### config.mk
export PLATFORM = sky130hd
export DESIGN_NAME = cfgport_ctrl
export DESIGN_NICKNAME = d
export VERILOG_FILES = /design/src/rtl/cfgport_pkg.sv /design/src/rtl/cfgport_key_match.sv /design/src/rtl/cfgport_bank.sv /design/src/rtl/cfgport_ctrl.sv
export SDC_FILE = /design/constraint.sdc
export NUM_CORES = 1
export LEC_CHECK = 0
export BUFFER_PORTS_ARGS = -buffer_cell sky130_fd_sc_hd__clkbuf_2
export CELL_PAD_IN_SITES_DETAIL_PLACEMENT = 0
export CELL_PAD_IN_SITES_GLOBAL_PLACEMENT = 1
export CORE_ASPECT_RATIO = 0.75
export CORE_MARGIN = 3
export CORE_UTILIZATION = 43
export CTS_CLUSTER_SIZE = 12
export DETAILED_ROUTE_END_ITERATION = 7
export PLACE_DENSITY_LB_ADDON = 0.1
export REMOVE_ABC_BUFFERS = 1
export SYNTH_ARGS = -nofsm -noshare
export SYNTH_HDL_FRONTEND = slang
export SYNTH_SLANG_ARGS = --single-unit
export TNS_END_PERCENT = 10
### constraint.sdc
create_clock -name clk -period 5.4 [get_ports clk]
set_clock_uncertainty 0.1 [all_clocks]
set_input_delay 0.54 -clock clk [delete_from_list [all_inputs] [get_ports clk]]
set_output_delay 0.54 -clock clk [all_outputs]
set_load 0.02 [all_outputs]
### src/rtl/cfgport_pkg.sv
package cfgport_pkg;
   localparam int          KEY_LEN     = 4;
   localparam logic [7:0]  IX_EXIT     = 8'h02;
   localparam logic [7:0]  EXIT_CODE   = 8'h02;
   localparam logic [7:0]  IX_LDN      = 8'h07;
   localparam logic [7:0]  IX_ID_HI    = 8'h20;
   localparam logic [7:0]  IX_ID_LO    = 8'h21;
   localparam logic [7:0]  IX_REV      = 8'h22;
   localparam logic [7:0]  IX_ACT      = 8'h30;
   localparam logic [7:0]  IX_BASE_HI  = 8'h60;
   localparam logic [7:0]  IX_BASE_LO  = 8'h61;

   typedef struct packed {
      logic        act;
      logic [15:0] base;
   } bank_t;

   // unlock key, in order of arrival
   function automatic logic [7:0] key_byte(input int unsigned pos);
      case (pos)
         0:       key_byte = 8'h87;
         1:       key_byte = 8'h01;
         default: key_byte = 8'h55;
      endcase
   endfunction
endpackage

### src/rtl/cfgport_key_match.sv
module cfgport_key_match
   import cfgport_pkg::*;
(
   input  logic       clk,
   input  logic       rst_n,
   input  logic       byte_vld,
   input  logic [7:0] byte_in,
   output logic       key_done
);
   localparam int STEP_W = $clog2(KEY_LEN);
   localparam logic [STEP_W-1:0] LAST = STEP_W'(KEY_LEN - 1);

   logic [STEP_W-1:0] step_q;
   logic              match;

   assign match    = (byte_in == key_byte(int'(step_q)));
   assign key_done = byte_vld && match && (step_q == LAST);

   always_ff @(posedge clk) begin
      if (!rst_n) begin
         step_q <= '0;
      end else if (byte_vld) begin
         if (match)
            step_q <= (step_q == LAST) ? '0 : step_q + 1'b1;
         else if (byte_in == key_byte(0))
            step_q <= STEP_W'(1);
         else
            step_q <= '0;
      end
   end
endmodule

### src/rtl/cfgport_bank.sv
module cfgport_bank
   import cfgport_pkg::*;
(
   input  logic       clk,
   input  logic       rst_n,
   input  logic       sel,
   input  logic       wr_act,
   input  logic       wr_hi,
   input  logic       wr_lo,
   input  logic [7:0] wdata,
   output bank_t      st
);
   always_ff @(posedge clk) begin
      if (!rst_n) begin
         st <= '0;
      end else if (sel) begin
         if (wr_act) st.act        <= wdata[0];
         if (wr_hi)  st.base[15:8] <= wdata;
         if (wr_lo)  st.base[7:0]  <= wdata;
      end
   end
endmodule

### src/rtl/cfgport_ctrl.sv
module cfgport_ctrl
   import cfgport_pkg::*;
#(
   parameter int                ADDR_W     = 16,
   parameter logic [ADDR_W-1:0] INDEX_ADDR = ADDR_W'('h2E),
   parameter logic [ADDR_W-1:0] DATA_ADDR  = ADDR_W'('h2F),
   parameter int                NUM_DEV    = 4,
   parameter logic [15:0]       CHIP_ID    = 16'h5A31,
   parameter logic [3:0]        CHIP_REV   = 4'h3
)(
   input  logic                  clk,
   input  logic                  rst_n,
   input  logic                  bus_wr,
   input  logic                  bus_rd,
   input  logic [ADDR_W-1:0]     bus_addr,
   input  logic [7:0]            bus_wdata,
   output logic [7:0]            bus_rdata,
   output logic                  cfg_open,
   output logic [7:0]            ldn_sel,
   output logic [NUM_DEV-1:0]    dev_active,
   output logic [16*NUM_DEV-1:0] dev_base
);
   localparam int LDN_SPAN = 256;

   // elaboration-time parameter checks
   if (NUM_DEV < 1 || NUM_DEV > LDN_SPAN) begin : g_bad_ndev
      $error("cfgport_ctrl: NUM_DEV must lie in 1..256");
   end
   if (ADDR_W < 2) begin : g_bad_aw
      $error("cfgport_ctrl: ADDR_W too small");
   end
   if (INDEX_ADDR == DATA_ADDR) begin : g_bad_addr
      $error("cfgport_ctrl: index and data ports must differ");
   end

   logic       open_q;
   logic [7:0] idx_q;
   logic [7:0] ldn_q;
   logic       at_idx, at_dat, idx_wr, dat_wr, key_done, ldn_ok;
   bank_t      banks [NUM_DEV];
   bank_t      cur_bank;
   logic [7:0] reg_val;

   assign at_idx = (bus_addr == INDEX_ADDR);
   assign at_dat = (bus_addr == DATA_ADDR);
   assign idx_wr = bus_wr && at_idx;
   assign dat_wr = bus_wr && at_dat && open_q;

   cfgport_key_match key_i (
      .clk      (clk),
      .rst_n    (rst_n),
      .byte_vld (idx_wr && !open_q),
      .byte_in  (bus_wdata),
      .key_done (key_done)
   );

   always_ff @(posedge clk) begin
      if (!rst_n) begin
         open_q <= 1'b0;
         idx_q  <= 8'h00;
         ldn_q  <= 8'h00;
      end else begin
         if (key_done)
            open_q <= 1'b1;
         else if (dat_wr && idx_q == IX_EXIT && bus_wdata == EXIT_CODE)
            open_q <= 1'b0;
         if (idx_wr && open_q)
            idx_q <= bus_wdata;
         if (dat_wr && idx_q == IX_LDN)
            ldn_q <= bus_wdata;
      end
   end

   // selected device in range: variant chosen by bank count
   if (NUM_DEV >= LDN_SPAN) begin : g_full_span
      assign ldn_ok = 1'b1;
   end else begin : g_part_span
      assign ldn_ok = (int'(ldn_q) < NUM_DEV);
   end

   for (genvar g = 0; g < NUM_DEV; g++) begin : g_bank
      cfgport_bank bank_i (
         .clk    (clk),
         .rst_n  (rst_n),
         .sel    (dat_wr && ldn_ok && ldn_q == 8'(g)),
         .wr_act (idx_q == IX_ACT),
         .wr_hi  (idx_q == IX_BASE_HI),
         .wr_lo  (idx_q == IX_BASE_LO),
         .wdata  (bus_wdata),
         .st     (banks[g])
      );
      assign dev_active[g]         = banks[g].act;
      assign dev_base[16*g +: 16]  = banks[g].base;
   end

   always_comb begin
      cur_bank = '0;
      for (int i = 0; i < NUM_DEV; i++)
         if (ldn_q == 8'(i)) cur_bank = banks[i];
   end

   always_comb begin
      case (idx_q)
         IX_LDN:     reg_val = ldn_q;
         IX_ID_HI:   reg_val = CHIP_ID[15:8];
         IX_ID_LO:   reg_val = CHIP_ID[7:0];
         IX_REV:     reg_val = {4'h0, CHIP_REV};
         IX_ACT:     reg_val = {7'h00, cur_bank.act};
         IX_BASE_HI: reg_val = cur_bank.base[15:8];
         IX_BASE_LO: reg_val = cur_bank.base[7:0];
         default:    reg_val = 8'h00;
      endcase
   end

   always_comb begin
      bus_rdata = 8'h00;
      if (bus_rd) begin
         if (at_idx)      bus_rdata = open_q ? idx_q   : 8'hFF;
         else if (at_dat) bus_rdata = open_q ? reg_val : 8'hFF;
      end
   end

   assign cfg_open = open_q;
   assign ldn_sel  = ldn_q;
endmodule

==> results of run 1 <==
## registers in the layout (all words and copies together), names as in the netlist
name and count:
idx_q 8, key_i.step_q 2, cfg_open 1, g_bank.bank_i.st 68, ldn_sel 8
## cell families after synthesis
family | count (synthesis) | share of synthesized area (%)
simple gates | 194 | 23.0
mux | 100 | 24.2
flops | 87 | 39.6
compound gates | 54 | 8.17
buf+inv | 39 | 3.47
fa+ha+maj | 5 | 1.42
xor+xnor | 1 | 0.199
## layout by cell type, fill, tap and decap left out, types with 2 or more instances in the layout
cell	n
a22oi_1	2
mux4_2	4
and4b_1	4
and4_1	2
o21ai_0	9
inv_1	3
o211ai_1	2
buf_4	2
clkbuf_16	9
o22ai_1	9
nor2_2	2
dfxtp_1	87
nor2b_1	4
nor4_4	3
a21oi_1	10
a22o_1	3
a211oi_1	4
nand4b_1	2
nor2_1	79
a221oi_1	3
ha_1	5
a31oi_1	5
and3_1	5
or3_1	6
clkinv_2	2
or4_4	2
mux2_2	9
mux2i_1	87
clkbuf_2	112
nand2b_1	3
nand4_1	5
nor4_1	4
nor3_1	6
nor4b_1	5
or4_1	2
nand2_1	41
nand3_1	11
## power by group
part | switching, mW | internal, mW
Clock | 0.276 | 0.375
Sequential | 0.000000213 | 0.641
Combinational | 0.0316 | 0.0114
Total | 0.308 | 1.03
## worst min-delay path by stage
stage	depth (start not counted)	slack (ns)	to
after floorplan	2	0.36	key_i.step_q[1]$_SDFFE_PN0P_
after global placement	2	0.36	g_bank[1].bank_i.st[8]$_SDFFE_PN0P_
after detailed placement	2	0.37	g_bank[0].bank_i.st[16]$_SDFFE_PN0P_
after CTS	2	0.38	g_bank[0].bank_i.st[16]$_SDFFE_PN0P_
after global routing	2	0.40	g_bank[0].bank_i.st[16]$_SDFFE_PN0P_
final	2	0.37	g_bank[0].bank_i.st[16]$_SDFFE_PN0P_
## per-stage QoR
step	utilization [%]	power, mW	area [sq um]	worst slack [ns]
2_1_floorplan	-	0.668	4260	2.52
3_3_place_gp	50.9	0.698	5000	2.08
3_5_place_dp	50.9	0.699	5000	2.10
4_1_cts	54.1	1.34	5310	1.86
5_1_grt	54.1	1.38	5310	1.65
6_report	54.1	1.34	5310	1.81
## synth_stat cells, drive strengths merged, types with 3 or more instances
cell    count  area [sq um]
mux4        4          90.1
a31oi       5          31.3
a22o        3          26.3
and4b       4          40.0
inv         4          15.0
nand2      41           154
dfxtp      87          1740
nor4b       5          43.8
and3        5          31.3
mux2i      87           871
or3         6          37.5
o21ai       9          45.0
nand4       5          31.3
ha          5          62.6
or4         4          37.5
a211oi      4          30.0
a221oi      3          26.3
nor3        7          40.0
clkbuf     31           118
nand3      11          55.1
nor2b       4          25.0
nor2       81           309
buf         4          20.0
a21oi      10          50.1
o22ai       9          56.3
mux2        9           101
nand2b      3          18.8
nor4        7          88.8
## cell type report
class	count	area share, %
inverters	4	0.283
well taps	132	3.11
clock buffers	10	4.50
multi-input cells	354	47.2
clock inverters	6	1.27
flip-flops and latches	87	32.8
repair buffers	114	10.8
## metal layers
layer | track usage (%) | part of all wire [%] | up-vias
li1 | - | - | 1911
met1 | 34.7 | 47 | 1948
met2 | 36.6 | 43 | 156
met3 | 6.83 | 7.5 | 20
met4 | 6.90 | 1.8 | 0
met5 | 0 | 0 | -
## tightest hold or removal path, stage by stage, from the launching register on
cell,delay [ns]
dfxtp_1,0.32
nand2_1,0.05
mux2i_1,0.05
==> flow_metrics.py, run 1 <==
metrics = {
    "setup_path": {
        "crit_required_ns": 4.76,
        "r2r_start": "ldn_sel[0]$_SDFFE_PN0P_",
        "path_max_fanout": 8,
        "rrSetupSlack_ns": 2.07,
        "crit_path_cell_trace": "or4_4 > nor3_1 > nand4_1 > or3_1 > a31oi_1 > clkbuf_2",
        "cp_slowest_stage_delay_ns": 0.56,
        "critical_path_buf_inv_count": 1,
        "cp_slowest_cell": "or4_4",
        "crit_end": "bus_rdata[4]",
        "worstSetupStartpointType": "flip-flop",
        "crit_family": "simple AND/OR/NAND/NOR gates",
        "crit_path_end_kind": "primary output",
        "worst_r2r_path_depth": 6,
        "critical_path_class": "reg2out",
        "crit_arrival_ns": 2.95,
        "critical_path_depth": 6,
        "regToRegEndpoint": "g_bank[1].bank_i.st[6]$_SDFFE_PN0P_",
        "startpoint": "ldn_sel[3]$_SDFFE_PN0P_",
    },
    "routing": {
        "drcViolationCount": 0,
        "drt-total-wl_um": 13900,
        "vias": 4035,
        "drtIter0Drc": 222,
        "ant_nets": 0,
        "viasPerCell": 5.71,
        "wire_per_inst_um": 19.7,
        "firstDrtPassIters": 5,
    },
    "global_routing": {
        "globalRoute.totalOverflow": 0,
        "grt_start_max_net_pins": 60,
        "grt_pass1_wl_um": 21400,
        "grt_use_total_pct": 24.6,
        "antenna_found_initial": 0,
        "grt_pass1_vias": 3845,
    },
    "cells_and_area": {
        "layout.nets": 603,
        "multi_input_area_sq_um": 2500,
        "area_delta_synth_final_pct": 20.7,
        "diodes": 0,
        "fill_cells": 957,
        "final_cells": 707,
        "regArea_sq_um": 1740,
        "drive_gt1_share_pct": 27.0,
    },
    "power_and_ir_drop": {
        "power_leakage_nw": 2.34,
        "ir_worst_vdd_v": 0.000132,
        "p_per_area_nw_per_um2": 252,
    },
    "cts": {
        "cts.htree.levels": 3,
        "clk_pin_slew_ns": 0.07,
        "root_buffer": "clkbuf_16",
        "cts-resized-gates": 0,
        "cts_sinks": 87,
        "cts_made_buffers": 9,
        "cts_setup_buffers": 0,
        "cts_tree": "built",
        "cts.path.max_buffers": 2,
        "clk_latency_ns": 0.35,
        "cts_hold_buf": 0,
    },
    "sta": {
        "relSlewSlack_pct": 22.4,
        "setup_tns_ns": 0,
        "worst_pin_slew_ns": 1.16,
        "slew_viol_final": 0,
        "fin_crit_ns": 3.59,
        "setup_viol": 0,
        "clock.fmax_mhz": 278,
        "timing.final.hold_violations": 0,
        "period_share_pct": 66.5,
        "rsz0062_at_grt": "no",
        "hold_slack_ns": 0.374,
    },
    "floorplan": {
        "fp-row-count": 31,
        "die_h_um": 93.6,
        "die_w_um": 123,
        "dieArea_sq_um": 11500,
        "core_area_sq_um": 9810,
        "pin_count": 113,
        "start_util_pct": 44.8,
    },
    "yosys": {
        "synth_cell_types": 55,
        "synth_area_sq_um": 4400,
        "ys_seq_area_share_pct": 39.6,
        "yosys_register_bits": 87,
        "yosys_warnings": 0,
        "synthFlopType": "dfxtp_1",
        "ys_async_sr_fraction_pct": 0,
        "syn_inst": 480,
        "synth-edff-count": 0,
        "syn_area_per_cell_sq_um": 9.16,
    },
    "placement": {
        "place_hpwl_um": 10000,
        "placedCellCount": 691,
        "gp_congestion": 0.958,
        "portBuffers": 112,
    },
    "min_path": {
        "holdCritStartpoint": "g_bank[0].bank_i.st[16]$_SDFFE_PN0P_",
        "hp-class": "reg2reg",
    },
    "flow_run": {
        "max-cap-violations": 0,
    },
    "run_status": {
        "status": "complete, no violations",
    },
}
(Power assumes the default switching activity.)
==> run 2: changes to the inputs <==
- CORE_UTILIZATION: 43 -> 36
- clock period: 5.4 -> 3.1 ns (I/O delays scaled with it)
==> run 2 against run 1 <==
Total power increased by 69%; clock power up 63%; final cell count increased by 6.8%; die area is 18% higher; largest power group is now sequential cells.
==> flow_metrics.py, run 2 (same netlist as run 1, synthesis figures left out) <==
metrics = {
    "sta": {
        "relSlewSlack_pct": 57.4,
        "timing.final.hold_violations": 0,
        "hold_slack_ns": 0.317,
        "fin_crit_ns": 3.03,
        "period_share_pct": 97.7,
        "layout_setup_ws_ns": 0.0721,
        "setup_tns_ns": 0,
        "slew_viol_final": 0,
        "worst_pin_slew_ns": 0.636,
        "clock.fmax_mhz": 330,
        "setup_viol": 0,
    },
    "routing": {
        "drtIter0Drc": 237,
        "ant_nets": 0,
        "viasPerCell": 5.37,
        "drt-total-wl_um": 14800,
        "wire_per_inst_um": 19.6,
        "vias": 4055,
        "firstDrtPassIters": 4,
        "drcViolationCount": 0,
    },
    "global_routing": {
        "grt_pass1_vias": 3934,
        "busiest_layer": "met2",
        "grt_use_total_pct": 22.0,
        "grt_pass1_wl_um": 22600,
        "gr-usage-met3_pct": 6.16,
        "globalRoute.totalOverflow": 0,
        "grt_start_max_net_pins": 38,
        "use_met2_pct": 34.6,
        "grt_use_met1_pct": 30.6,
        "antenna_found_initial": 0,
    },
    "setup_path": {
        "crit_path_cell_trace": "or4_4 > nor3_2 > nand4_1 > buf_4 > or3_1 > a31oi_1 > buf_2",
        "cp_slowest_cell": "or4_4",
        "crit_path_end_kind": "primary output",
        "path_max_fanout": 5,
        "crit_arrival_ns": 2.62,
        "rrSetupSlack_ns": 0.37,
        "worstSetupStartpointType": "flip-flop",
        "critical_path_class": "reg2out",
        "cp_slowest_stage_delay_ns": 0.58,
        "crit_required_ns": 2.69,
    },
    "power_and_ir_drop": {
        "total_power_mw": 2.26,
        "p_per_area_nw_per_um2": 413,
        "power_leakage_nw": 2.42,
        "ir_worst_vdd_v": 0.000257,
    },
    "floorplan": {
        "die_w_um": 134,
        "core_area_sq_um": 11700,
        "dieArea_sq_um": 13600,
        "start_util_pct": 37.4,
        "pin_count": 113,
        "die_h_um": 102,
        "fp-row-count": 34,
    },
    "cells_and_area": {
        "finish.instance_area_sq_um": 5470,
        "final_cells": 755,
        "regMostFlops": "g_bank.bank_i.st",
        "final_common_cell": "clkbuf_2",
        "largest_reg_flops": 68,
        "drive_gt1_share_pct": 29.5,
        "diodes": 0,
        "layout.nets": 622,
        "postLayoutCoreUtil_pct": 46.6,
        "area_delta_synth_final_pct": 24.4,
        "final_cell_mix": "clkbuf_2, mux2i_1, dfxtp_1, nor2_1, nand2_1",
    },
    "cts": {
        "clk_pin_slew_ns": 0.07,
        "cts_made_buffers": 9,
        "cts.htree.levels": 3,
        "cts_hold_buf": 0,
        "cts.path.max_buffers": 2,
        "root_buffer": "clkbuf_16",
        "cts_tree": "built",
        "clk_latency_ns": 0.34,
        "cts_sinks": 87,
    },
    "run_status": {
        "status": "complete, no violations",
    },
    "min_path": {
        "hp-class": "in2reg",
    },
    "placement": {
        "place_hpwl_um": 10900,
        "gp_congestion": 0.917,
        "place_area_sq_um": 5160,
        "portBuffers": 112,
        "post-place-ws_ns": 0.240,
        "placedCellCount": 737,
    },
    "flow_run": {
        "max-cap-violations": 0,
    },
}
-- run 2: power by group --
part,switching (mW),internal [mW],leakage [nW]
clock,0.474,0.590,0.139
combinational,0.0577,0.0215,1.58
sequential,0.000000351,1.12,0.701
-- run 2: final timing paths --
path / startpoint / endpoint / cells past startpoint
max: ldn_sel[3]$_SDFFE_PN0P_ / bus_rdata[5] / 7
min: bus_wdata[3] / g_bank[2].bank_i.st[3]$_SDFFE_PN0P_ / 3
max reg2reg: ldn_sel[3]$_SDFFE_PN0P_ / g_bank[0].bank_i.st[12]$_SDFFE_PN0P_ / 5
min reg2reg: g_bank[1].bank_i.st[8]$_SDFFE_PN0P_ / g_bank[1].bank_i.st[8]$_SDFFE_PN0P_ / 2
-- run 2: timing repair --
action                                  in CTS  in global routing
pin swaps                                    1                  0
buffers inserted                             3                  0
endpoints found under the setup margin       6                  8
resized for setup                            0                  5
-- run 2: layer usage --
metal / part of all wire, % / wire (um)
met5: 0 / 0
met4: 0.74 / 110
met3: 5.5 / 814
met2: 45 / 6700
met1: 49 / 7200
-- run 2: cell type report --
class,instances,area [sq um]
clock buffer,12,256
clock inverter,3,26.3
fill,1191,6270
inverter,4,15.0
multi-input combinational,354,2510
sequential,87,1740
tap,162,203
timing repair buffer,133,718
-- run 2: worst max-delay path, delay by kind of cell, from the launching register on --
family	cells	cell delay (ns)
flip-flops	1	0.34
buffers and inverters	2	0.41
AO/OA/AOI/OAI	1	0.24
AND/OR/NAND/NOR	4	1.28
==> run 3: changes to the inputs <==
- BUFFER_PORTS_ARGS: -buffer_cell sky130_fd_sc_hd__clkbuf_2 -> default
- CORE_UTILIZATION: 36 -> 43
- CTS_BUF_LIST: default -> sky130_fd_sc_hd__clkbuf_16
- DONT_BUFFER_PORTS: default -> 1
==> run 3 against run 2 <==
Sequential power about the same; final cell count shrank 17%; flip-flop and latch count is the same; first-iteration DRC count increased by 17%; cell area shrank 9.2%; critical path depth stayed put; sequential share of layout area rose by 3.2 points; setup slack better by 0.072 ns; clock power up 7%; count of clock-buffer cells in the layout down 3; wire length down 5.4%; highest routed layer unchanged.
==> flow_metrics.py, run 3 (same netlist as run 1, synthesis figures left out) <==
metrics = {
    "run_status": {
        "status": "complete, no violations",
    },
    "setup_path": {
        "critPathMostFrequentCell": "buf_4",
        "cp_slowest_cell": "or4_4",
        "crit_required_ns": 2.69,
        "startpoint": "ldn_sel[3]$_SDFFE_PN0P_",
        "crit_arrival_ns": 2.55,
        "crit_path_cell_trace": "or4_4 > nor3_1 > nand4_1 > buf_4 > or3_1 > a31oi_2 > buf_4",
        "cp_slowest_stage_delay_ns": 0.55,
        "crit_path_end_kind": "primary output",
        "path_max_fanout": 5,
        "critical_path_class": "reg2out",
        "worstSetupStartpointType": "flip-flop",
        "r2r_start": "ldn_sel[3]$_SDFFE_PN0P_",
    },
    "floorplan": {
        "dieArea_sq_um": 11500,
        "start_util_pct": 44.8,
        "fp-row-count": 31,
        "die_w_um": 123,
        "pin_count": 113,
        "die_h_um": 93.6,
        "core_area_sq_um": 9810,
    },
    "cells_and_area": {
        "final_common_cell": "mux2i_1",
        "fill_cells": 945,
        "layout.nets": 519,
        "regMostFlops": "g_bank.bank_i.st",
        "final_cell_mix": "mux2i_1, dfxtp_1, nor2_1, nand2_1, buf_4",
        "postLayoutCoreUtil_pct": 50.6,
        "drive_gt1_share_pct": 14.9,
        "area_delta_synth_final_pct": 13.0,
        "largest_reg_flops": 68,
        "diodes": 0,
    },
    "min_path": {
        "hp-class": "in2reg",
        "holdCritStartpoint": "bus_wdata[3]",
    },
    "sta": {
        "slew_viol_final": 0,
        "timing.final.hold_violations": 0,
        "rsz0062_at_grt": "no",
        "relSlewSlack_pct": 27.8,
        "layout_setup_ws_ns": 0.144,
        "setup_viol": 0,
        "clock.fmax_mhz": 338,
        "fin_crit_ns": 2.96,
        "worst_pin_slew_ns": 1.08,
        "period_share_pct": 95.3,
        "setup_tns_ns": 0,
    },
    "routing": {
        "firstDrtPassIters": 4,
        "viasPerCell": 5.90,
        "drt-total-wl_um": 14000,
        "ant_nets": 0,
        "vias": 3678,
        "drcViolationCount": 0,
        "drtIter0Drc": 278,
        "wire_per_inst_um": 22.5,
    },
    "cts": {
        "root_buffer": "clkbuf_16",
        "cts.path.max_buffers": 2,
        "cts_hold_buf": 0,
        "cts_made_buffers": 9,
        "clk_latency_ns": 0.35,
        "cts_tree": "built",
        "cts_sinks": 87,
        "clk_pin_slew_ns": 0.07,
        "cts.htree.levels": 3,
    },
    "global_routing": {
        "grt_use_total_pct": 24.7,
        "grt_pass1_vias": 3601,
        "grt_pass1_wl_um": 21400,
        "grt_start_max_net_pins": 60,
        "globalRoute.totalOverflow": 0,
        "antenna_found_initial": 0,
    },
    "placement": {
        "gp_congestion": 0.863,
        "post-place-ws_ns": 0.267,
        "portBuffers": 0,
        "place_hpwl_um": 10100,
    },
    "power_and_ir_drop": {
        "ir_worst_vdd_v": 0.000324,
        "p_per_area_nw_per_um2": 458,
        "power_leakage_nw": 1.97,
    },
    "flow_run": {
        "max-cap-violations": 0,
    },
}
run 3: timing repair:
action                                  4_1_cts  5_1_grt
buffers inserted                              2        0
gates cloned                                  0        0
gates resized for setup                       0        3
endpoints found under the setup margin        6        5
pin swaps                                     1        0
run 3: final cells by class:
cell class                 instances  area [sq um]  area share [%]
clock buffer                       9           225            4.53
clock inverter                     7          78.8            1.59
inverter                           4          15.0           0.302
multi-input combinational        354          2510            50.6
sequential                        87          1740            35.1
tap                              132           165            3.32
timing repair buffer              30           225            4.53
run 3: path summary, 6_finish.rpt:
kind,cells past startpoint,to,slack [ns]
worst min register to register,2,key_i.step_q[1]$_SDFFE_PN0P_,0.40
worst max-delay path,7,bus_rdata[5],0.14
worst min-delay path,2,g_bank[2].bank_i.st[11]$_SDFFE_PN0P_,0.008
worst max register to register,5,g_bank[0].bank_i.st[9]$_SDFFE_PN0P_,0.37
run 3: worst max-delay path, delay by kind of cell (launching register included):
family / cells / cell delay (ns)
AO/OA/AOI/OAI: 1 / 0.23
buffers and inverters: 2 / 0.37
flip-flops: 1 / 0.31
AND/OR/NAND/NOR: 4 / 1.30
run 3: report_power, final:
| group | total [mW] | switching (mW) | internal [mW] |
|---|---|---|---|
| Combinational | 0.0300 | 0.0216 | 0.00838 |
| Clock | 1.13 | 0.494 | 0.634 |
| Sequential | 1.12 | 0.000000353 | 1.12 |
| Total | 2.27 | 0.515 | 1.76 |
run 3: through the flow:
step | total power [mW] | hold slack [ns] | cell area (sq um) | cells
detailed placement | 1.17 | 0.364 | 4630 | 605
global route | 2.35 | 0.00121 | 4970 | 623
CTS | 2.29 | 0.00350 | 4950 | 623
global placement | 1.17 | 0.357 | 4630 | 605
floorplan | 1.16 | 0.354 | 4260 | 445
finish | 2.27 | 0.00783 | 4970 | 623
run 3: per-layer routing:
metal	up-vias	track usage [%]	wire, um
met5	-	0	0
met4	0	5.13	137
met3	9	9.49	1440
met2	161	37.6	6220
met1	1772	33.3	6230
li1	1736	-	-
